--- config.mk ---
export PLATFORM = sky130hd
export DESIGN_NAME = poll_status_mux
export DESIGN_NICKNAME = d
export VERILOG_FILES = /design/src/rtl/poll_pkg.sv /design/src/rtl/poll_fsm.sv /design/src/rtl/poll_toggle.sv /design/src/rtl/poll_mux.sv /design/src/rtl/poll_status_mux.sv
export SDC_FILE = /design/constraint.sdc
export NUM_CORES = 1
export LEC_CHECK = 0
export CAP_MARGIN = 0
export CORE_AREA = 5 5 42 44
export DETAILED_ROUTE_END_ITERATION = 8
export DIE_AREA = 0 0 47 49
export PLACE_DENSITY = 0.69
export REMOVE_ABC_BUFFERS = 1
export SLEW_MARGIN = 10
export SYNTH_ARGS = -nofsm -noshare
export SYNTH_HDL_FRONTEND = slang
export SYNTH_HIERARCHICAL = 1
export SYNTH_SLANG_ARGS = --single-unit
--- constraint.sdc ---
create_clock -name clk -period 1.1 [get_ports clk]
set_input_delay 0.22 -clock clk [delete_from_list [all_inputs] [get_ports clk]]
set_output_delay 0.22 -clock clk [all_outputs]
set_load 0.005 [all_outputs]
--- src/rtl/poll_pkg.sv ---
package poll_pkg;

    typedef enum logic [1:0] {
        ST_IDLE       = 2'd0,
        ST_PROG_BUSY  = 2'd1,
        ST_ERASE_BUSY = 2'd2
    } poll_state_e;

endpackage

--- src/rtl/poll_fsm.sv ---
module poll_fsm
    import poll_pkg::*;
(
    input  logic        clk,
    input  logic        rst_n,
    input  logic        busy_i,
    input  logic        erase_i,
    input  logic        load_msb_i,
    output poll_state_e state_o,
    output logic        inv_msb_o
);

    poll_state_e state_q;
    poll_state_e state_d;
    logic        inv_msb_q;
    logic        inv_msb_d;

    // next-state and capture decision
    always_comb begin
        state_d   = state_q;
        inv_msb_d = inv_msb_q;
        unique case (state_q)
            ST_IDLE: begin
                if (busy_i && !erase_i) begin
                    state_d   = ST_PROG_BUSY;      // start_prog
                    inv_msb_d = ~load_msb_i;
                end else if (busy_i && erase_i) begin
                    state_d   = ST_ERASE_BUSY;     // start_erase
                end
            end
            ST_PROG_BUSY: begin
                if (!busy_i) state_d = ST_IDLE;     // finish
            end
            ST_ERASE_BUSY: begin
                if (!busy_i) state_d = ST_IDLE;     // finish
            end
            default: state_d = ST_IDLE;
        endcase
    end

    // state register
    always_ff @(posedge clk or negedge rst_n) begin
        if (!rst_n) begin
            state_q   <= ST_IDLE;
            inv_msb_q <= 1'b0;
        end else begin
            state_q   <= state_d;
            inv_msb_q <= inv_msb_d;
        end
    end

    assign state_o   = state_q;
    assign inv_msb_o = inv_msb_q;


    finish_to_idle_chk: assert property (@(posedge clk) disable iff (!rst_n)
        !busy_i |=> state_q == ST_IDLE);


    busy_hold_chk: assert property (@(posedge clk) disable iff (!rst_n)
        (state_q != ST_IDLE) && busy_i |=> (state_q == $past(state_q)) && $stable(inv_msb_q));


    idle_exit_chk: assert property (@(posedge clk) disable iff (!rst_n)
        (state_q == ST_IDLE) && busy_i |=> state_q != ST_IDLE);

endmodule

--- src/rtl/poll_toggle.sv ---
module poll_toggle (
    input  logic clk,
    input  logic rst_n,
    input  logic active_i,
    input  logic strobe_i,
    output logic toggle_o
);

    logic strobe_q;
    logic toggle_q;
    logic read_edge;

    assign read_edge = strobe_i & ~strobe_q;

    always_ff @(posedge clk or negedge rst_n) begin
        if (!rst_n) begin
            strobe_q <= 1'b0;
            toggle_q <= 1'b0;
        end else begin
            strobe_q <= strobe_i;
            if (active_i && read_edge) begin
                toggle_q <= ~toggle_q;
            end
        end
    end

    assign toggle_o = toggle_q;


    idle_toggle_hold_chk: assert property (@(posedge clk) disable iff (!rst_n)
        !active_i |=> $stable(toggle_q));


    no_read_no_flip_chk: assert property (@(posedge clk) disable iff (!rst_n)
        !strobe_i |=> $stable(toggle_q));

endmodule

--- src/rtl/poll_mux.sv ---
module poll_mux
    import poll_pkg::*;
#(
    parameter int DATA_W = 8
) (
    input  poll_state_e        state_i,
    input  logic               inv_msb_i,
    input  logic               toggle_i,
    input  logic [DATA_W-1:0]  array_i,
    output logic [DATA_W-1:0]  data_o
);

    localparam int POLL_BIT = DATA_W - 1;
    localparam int TOG_BIT  = DATA_W - 2;

    // output selection per state
    always_comb begin
        data_o = '0;
        unique case (state_i)
            ST_IDLE: begin
                data_o = array_i;
            end
            ST_PROG_BUSY: begin
                data_o[POLL_BIT] = inv_msb_i;
                data_o[TOG_BIT]  = toggle_i;
            end
            ST_ERASE_BUSY: begin
                data_o[POLL_BIT] = 1'b0;
                data_o[TOG_BIT]  = toggle_i;
            end
            default: data_o = array_i;
        endcase
    end

endmodule

--- src/rtl/poll_status_mux.sv ---
module poll_status_mux
    import poll_pkg::*;
#(
    parameter int DATA_W = 8
) (
    input  logic              clk,
    input  logic              rst_n,
    input  logic              busy_i,
    input  logic              op_erase_i,
    input  logic [DATA_W-1:0] load_byte_i,
    input  logic              rd_strobe_i,
    input  logic [DATA_W-1:0] array_data_i,
    output logic [DATA_W-1:0] rd_data_o
);

    localparam int POLL_BIT = DATA_W - 1;
    localparam int TOG_BIT  = DATA_W - 2;

    poll_state_e state_w;
    logic        inv_msb_w;
    logic        toggle_w;
    logic        active_w;

    poll_fsm fsm_i (
        .clk        (clk),
        .rst_n      (rst_n),
        .busy_i     (busy_i),
        .erase_i    (op_erase_i),
        .load_msb_i (load_byte_i[POLL_BIT]),
        .state_o    (state_w),
        .inv_msb_o  (inv_msb_w)
    );

    assign active_w = (state_w != ST_IDLE);

    poll_toggle toggle_i (
        .clk      (clk),
        .rst_n    (rst_n),
        .active_i (active_w),
        .strobe_i (rd_strobe_i),
        .toggle_o (toggle_w)
    );

    poll_mux #(.DATA_W(DATA_W)) mux_i (
        .state_i   (state_w),
        .inv_msb_i (inv_msb_w),
        .toggle_i  (toggle_w),
        .array_i   (array_data_i),
        .data_o    (rd_data_o)
    );

    // marks that the previous edge was out of reset, for $past-based checks
    logic armed_q;
    always_ff @(posedge clk or negedge rst_n) begin
        if (!rst_n) armed_q <= 1'b0;
        else        armed_q <= 1'b1;
    end


    idle_pass_chk: assert property (@(posedge clk) disable iff (!rst_n)
        armed_q && !$past(busy_i) |-> rd_data_o == array_data_i);


    low_bits_zero_chk: assert property (@(posedge clk) disable iff (!rst_n)
        armed_q && $past(busy_i) |-> rd_data_o[TOG_BIT-1:0] == '0);


    erase_msb_chk: assert property (@(posedge clk) disable iff (!rst_n)
        state_w == ST_ERASE_BUSY |-> rd_data_o[POLL_BIT] == 1'b0);


    toggle_shown_chk: assert property (@(posedge clk) disable iff (!rst_n)
        active_w |-> rd_data_o[TOG_BIT] == toggle_w);

endmodule

**After elaboration in Yosys (flattened, before gate mapping)**

Index checks and enable logic that the tools add are counted.

- Register bits: 5
- Input bits: 21
- Word-level logic and storage cells: 27

- Equal/unequal tests: 4
- Mux-type cells: 6
- Bitwise gates (word level): 4
- Reductions and logical operators: 9

Operator list:

| operator | number |
|---|---|
| $pmux W2 S2 | 2 |
| $mux W2 | 3 |
| $mux W6 | 1 |
| $reduce_and A2 Y1 | 2 |
| $logic_and A1 B1 Y1 | 3 |
| $ne A3 B1 Y1 const B | 1 |
| $not A1 Y1 | 3 |
| $eq A2 B1 Y1 const B | 1 |
| $eq A2 B2 Y1 const B | 1 |
| $logic_not A2 Y1 | 1 |
| $ne A2 B2 Y1 const B | 1 |
| $reduce_bool A2 Y1 | 1 |
| $reduce_or A2 Y1 | 1 |
| $and A1 B1 Y1 | 1 |
| $logic_not A1 Y1 | 1 |

**Longest topological paths before layout**

Gate-level depths: netlist of the first run.

- Depth after elaboration: 4
- Depth in mapped cells: 4

**Modules after synthesis**

Netlist of the first run, hierarchy kept.

By module, submodules not included:

| module | instances | cells each | area each (µm²) |
|---|---|---|---|
| poll_fsm | 1 | 14 | 151.4 |
| poll_mux | 1 | 16 | 96.3 |
| poll_toggle | 1 | 4 | 86.3 |
| poll_status_mux | 1 | 1 | 6.3 |

**Least setup slack after synthesis of the first run**

Ideal clock, no wire load.

- Path kind: register -> output
- From: register fsm_i.state_q[0], in the netlist fsm_i/state_o[0]
- To: output rd_data_o[6]
- Arrival: 0.968 ns
- Setup slack: -0.088 ns
- Stages on the path, launching flop included: 4
- Path buffers: 0
- Cells stage by stage: dfrtp_1 > inv_1 > ha_1 > o21ai_0

- Word-level cells in the longest chain between the ends: 2
- Elaborated cells on any way between the ends: 3
- Classes of those cells: 2 x eq/ne; 1 x mux

Ends and longest elaborated chain:

| item | RTL line | source |
|---|---|---|
| start: declaration | poll_fsm.sv:13 | `poll_state_e state_q;` |
| start signal: assignment | poll_fsm.sv:47 | `state_q <= state_d;` |
| $eq A2 B2 Y1 / $eq A2 B1 Y1 (equally long branches) | poll_mux.sv:19 | `unique case (state_i)` |
| $pmux W2 S2 (*) | poll_mux.sv:19 |  |
| end: declaration | poll_status_mux.sv:13 | `output logic [DATA_W-1:0] rd_data_o` |

Every way passes the cells marked *; elsewhere a longest branch is shown, timed or not.

**Worst setup path in the final report of the first run**

- From: register fsm_i.state_q[0], in the netlist fsm_i/state_o[0]
- To: output rd_data_o[7]

The elaborated chain is that of the path after synthesis.

==> impl_metrics.json, run 1 <==
{
  "outcome": "finished, violations left",
  "violations": "setup timing",
  "antenna_found_initial": 0,
  "tns_ps": -3840,
  "syn-cell-area_um2": 340,
  "crit_type": "reg -> out",
  "clockRootBuffer": "clkbuf_4",
  "syn_to_final_growth_pct": 126,
  "max-cap-violations": 0,
  "rr_startpoint": "fsm_i/state_o[1]",
  "coreArea_um2": 1400,
  "relSlewSlack_pct": 85.5,
  "rsz0062_at_grt": "true",
  "die_area_um2": 2300,
  "drc": 0,
  "routed_via_density": 4.27,
  "io_buffers": 21,
  "worstSetupEndpointType": "output pin",
  "dp_cells": 78,
  "path_clk_slew_ps": 40,
  "gp_congestion": 0.627,
  "fin_worst_skew_ps": 3.54,
  "synth_cell_types": 12,
  "final-instance-count-excl-fill": 85,
  "regArea_um2": 125,
  "grt_pass1_vias": 391,
  "max_freq_ghz": 0.635,
  "syn_area_per_cell_um2": 9.72,
  "final.min_clock_period_ps": 1570,
  "routed_wirelength_um": 971,
  "cp.arrival_ps": 1350,
  "fill_cells": 145,
  "clockBufferDepth": 2,
  "drive_above_1_share_pct": 56.5,
  "first_pass_iters": 1,
  "power_density_nw_per_um2": 2440,
  "drt_iter0_markers": 0,
  "cp_max_fo": 4,
  "ys_seq_elements": 5,
  "grt_use_total_pct": 9.85,
  "worstSkewPairLatency_ps": 240,
  "placed_cell_area_um2": 616,
  "die_h_um": 49,
  "drtAntennaViolNets": 0,
  "numCtsBuffers": 3,
  "p_total_mw": 1.88,
  "worst_pin_slew_ps": 217,
  "synth_cells": 35,
  "yosysSeqAreaShare_pct": 36.8,
  "startpoint": "fsm_i/state_o[0]",
  "period_share_pct": 143,
  "cts_tree": "yes",
  "netlist.top_cell.by_area": "dfrtp_1",
  "vias": 363,
  "finalInstanceArea_um2": 768,
  "yosys.area.top_type_share_pct": 36.8,
  "finalHoldViolCount": 0,
  "grt_pass1_wl_mm": 1.60,
  "required_ps": 880,
  "setup_slack_ps": -474,
  "ys.warnings.count": 6,
  "reg2reg_slack_ps": -220,
  "cts.sinks": 5,
  "cts-htree-levels": 1,
  "cp-start-kind": "register",
  "hp-class": "in -> async",
  "ys_top_cells_by_area": "dfrtp_1, and2_1, ha_1, inv_1, mux2i_1",
  "vdd.ir_drop.worst_uv": 1090,
  "dp_hpwl_um": 710,
  "overflow": 0,
  "initial_utilization_pct": 24.3,
  "diodes": 0,
  "multi_input_area_um2": 275,
  "leakage_nw": 0.358,
  "grt_max_degree": 6,
  "wl_per_cell_um": 11.4,
  "die_w_um": 47,
  "final_common_cell": "clkdlybuf4s50_1",
  "fin_nets": 94,
  "fp-row-count": 14,
  "ios": 29,
  "layout_common_cells": "clkdlybuf4s50_1, buf_6, dfrtp_1, and2_4, buf_4",
  "drv_slew": 0,
  "setup_viol": 12,
  "fin_util_pct": 54.8
}
==> synthesized netlist by cell type (all sizes together) <==
master,number
mux2i,2
nand2,4
xnor2,1
nand3b,2
and2,6
ha,3
dfrtp,5
o21ai,3
o32ai,2
or2,1
inv,6
==> layer usage <==
layer / track usage, % / vias up / wire length, µm
li1: - / 182 / -
met1: 9.42 / 164 / 315
met2: 17.0 / 15 / 539
met3: 2.58 / 2 / 100
met4: 6.91 / 0 / 17
met5: 0 / - / 0
==> stage by stage <==
step	setup WS [ps]	hold slack [ps]
global route	-532	199
detailed placement	-623	460
global placement	-566	451
floorplan	-88.3	-75.6
finish	-474	188
CTS	-485	193
==> flip-flops by register name (all words and copies together) (netlist names) <==
| signal | flops |
|---|---|
| fsm_i/state_o | 2 |
| toggle_i/strobe_q | 1 |
| toggle_i/toggle_o | 1 |
| fsm_i/inv_msb_o | 1 |
==> cells by family (layout without fill, tap and decap cells) <==
family / after synthesis / in the layout / share of synthesized area (%)
muxes: 2 / 2 / 5.88
and+or+nand+nor: 13 / 13 / 25.4
DFF: 5 / 5 / 36.8
adders and majority gates: 3 / 3 / 11.0
AOI/OAI and AO/OA: 5 / 5 / 9.56
xor gates and xnor gates: 1 / 1 / 4.78
buffers and inverters: 6 / 40 / 6.62
==> power breakdown <==
part           internal (mW)  switching [mW]  total (mW)
sequential             0.250          0.0470       0.297
clock                  0.137          0.0775       0.215
combinational          0.873           0.494        1.37
==> what timing repair did <==
| item | in CTS | in global routing |
|---|---|---|
| gates resized for setup | 62 | 4 |
| setup buffers | 4 | 0 |
| cloned | 0 | 0 |
| setup endpoints to repair | 12 | 12 |
| hold endpoints to repair | 0 | 0 |
| hold buffers | 0 | 0 |
| pin swaps | 7 | 5 |
==> layout make-up <==
class | count | area share (%)
multi-input combinational | 24 | 35.8
clock buffer | 4 | 3.42
sequential | 5 | 16.3
timing repair buffer | 30 | 38.6
tap | 16 | 2.61
inverter | 6 | 3.26
==> critical path: stages (launching register included) <==
cell	delay, ps
dfrtp_1	380
inv_2	80
ha_4	210
buf_6	120
buf_6	110
o21ai_2	90
buf_2	120
==> worst paths after layout <==
check | to | cells past startpoint
worst max-delay path | rd_data_o[7] | 6
worst max register to register | fsm_i/state_o[1] | 6
worst min register to register | fsm_i/inv_msb_o | 2
max in group asynchronous | toggle_i/strobe_q | 1
worst min-delay path | fsm_i/state_o[1] | 1
min in group clk | toggle_i/strobe_q | 1
(Power assumes the default switching activity.)
==> inputs of run 2 (changes only) <==
Settings changed: GPL_TIMING_DRIVEN from default to 0.
==> run 2 against run 1 <==
The run still ends with setup timing left. Wire length rose by 4.1%. Largest power group unchanged. Setup slack improved by 54 ps. Flip-flop and latch count did not move. Critical path depth fell by 1. Non-clock buffer count fell by 2. Register-to-register slack got worse by 20 ps. Sequential power rose by 4%. Via count fell by 0.83%. Power fell by 1.7%. Fmax rose by 3.6%. Largest cell class is now multi-input gates. Cell count fell by 2.4%.
==> impl_metrics.json, run 2 (synthesis gave the netlist of run 1 again) <==
{
  "outcome": "finished, violations left",
  "violations": "setup timing",
  "crit_type": "reg -> out",
  "drtAntennaViolNets": 0,
  "die_w_um": 47,
  "max-cap-violations": 0,
  "reg2reg_slack_ps": -240,
  "final-instance-count-excl-fill": 83,
  "crit_path_top_delay_cell": "dfrtp_2",
  "dp_hpwl_um": 646,
  "grt_use_total_pct": 8.96,
  "leakage_nw": 0.349,
  "drv_slew": 0,
  "cp.arrival_ps": 1300,
  "routed_via_density": 4.34,
  "fin_nets": 92,
  "grt_max_degree": 6,
  "ctsHoldBuffers": 0,
  "cp_top_family": "flip-flops",
  "critical-path-max-stage-delay_ps": 430,
  "clockRootBuffer": "clkbuf_4",
  "wl_per_cell_um": 12.2,
  "grt_pass1_vias": 367,
  "finalHoldViolCount": 0,
  "max_freq_ghz": 0.658,
  "tns_ps": -3820,
  "diodes": 0,
  "routed_wirelength_mm": 1.01,
  "grt_pass1_wl_mm": 1.52,
  "cp_max_fo": 5,
  "vias": 360,
  "drc": 0,
  "cp-endpoint": "rd_data_o[7]",
  "worst_pin_slew_ps": 253,
  "initial_utilization_pct": 24.3,
  "rr_worst_depth": 6,
  "layout_common_cells": "clkdlybuf4s50_1, buf_6, and2_4",
  "finalInstanceArea_um2": 764,
  "crit_buf_inv": 2,
  "numCtsBuffers": 3,
  "required_ps": 880,
  "syn_to_final_growth_pct": 125,
  "cts_tree": "yes",
  "startpoint": "fsm_i/state_o[1]",
  "dp_cells": 72,
  "fin_util_pct": 54.6,
  "worstSetupEndpointType": "output pin",
  "largest_reg_flops": 2,
  "worst-path-stages": 5,
  "fp-row-count": 14,
  "rsz0062_at_grt": "true",
  "io_buffers": 21,
  "ios": 29,
  "antenna_found_initial": 0,
  "die_area_um2": 2300,
  "fill_cells": 123,
  "period_share_pct": 138,
  "clockBufferDepth": 2,
  "relSlewSlack_pct": 83.1,
  "rr_startpoint": "fsm_i/state_o[1]",
  "vdd.ir_drop.worst_uv": 1230,
  "final.min_clock_period_ps": 1520,
  "hp-class": "in -> async",
  "cp-start-kind": "register",
  "overflow": 0,
  "p_total_mw": 1.85,
  "coreArea_um2": 1400,
  "final_common_cell": "clkdlybuf4s50_1",
  "setup_slack_ps": -419,
  "placed_cell_area_um2": 571,
  "hold-worst-slack_ps": 216,
  "drt_iter0_markers": 1,
  "die_h_um": 49,
  "cts.sinks": 5,
  "first_pass_iters": 4,
  "fin_worst_skew_ps": 2.16,
  "gp_congestion": 0.644,
  "path_clk_slew_ps": 40,
  "worstSkewPairLatency_ps": 240,
  "post-place-ws_ps": -656,
  "cts-htree-levels": 1,
  "drive_above_1_share_pct": 61.2,
  "setup_viol": 12,
  "path_cells": "ha_4 > buf_6 > nand2_2 > o21ai_1 > buf_2",
  "regToRegEndpoint": "fsm_i/state_o[0]",
  "power_density_nw_per_um2": 2420
}
==> run 2: power breakdown <==
group | switching [mW] | internal [mW]
sequential | 0.0580 | 0.252
combinational | 0.499 | 0.831
clock | 0.0694 | 0.137
total | 0.627 | 1.22
==> run 2: timing repair <==
action | in CTS | in global routing
setup endpoints to repair | 10 | 12
endpoints found under the hold margin | 0 | 0
gates resized for setup | 59 | 14
pin swaps | 7 | 4
setup buffers | 7 | 1
==> run 2: final cells by class <==
| type | count | area, µm² | share of cell area, % |
|---|---|---|---|
| Inverter | 6 | 25.0 | 3.27 |
| Clock buffer | 4 | 26.3 | 3.44 |
| Timing Repair Buffer | 28 | 279 | 36.5 |
| Multi-Input combinational cell | 24 | 288 | 37.6 |
| Sequential cell | 5 | 126 | 16.5 |
| Tap cell | 16 | 20.0 | 2.62 |
==> run 2: how the worst min path moves through the flow <==
stage	from	endpoint	slack [ps]	cells past startpoint
after floorplan	rst_n	fsm_i/inv_msb_o	-80	0
after global placement	rst_n	fsm_i/state_o[1]	460	1
after detailed placement	rst_n	fsm_i/state_o[1]	470	1
after CTS	rst_n	fsm_i/state_o[1]	210	1
after global routing	rst_n	toggle_i/toggle_o	220	1
final	rst_n	toggle_i/toggle_o	220	1
==> run 2: per-layer routing <==
layer / share of wire [%] / routed length, µm / GRT usage (%)
met4: 0 / 0 / 4.15
met3: 8.9 / 90 / 1.48
met2: 55 / 559 / 16.1
met5: 0 / 0 / 0
met1: 36 / 361 / 9.51
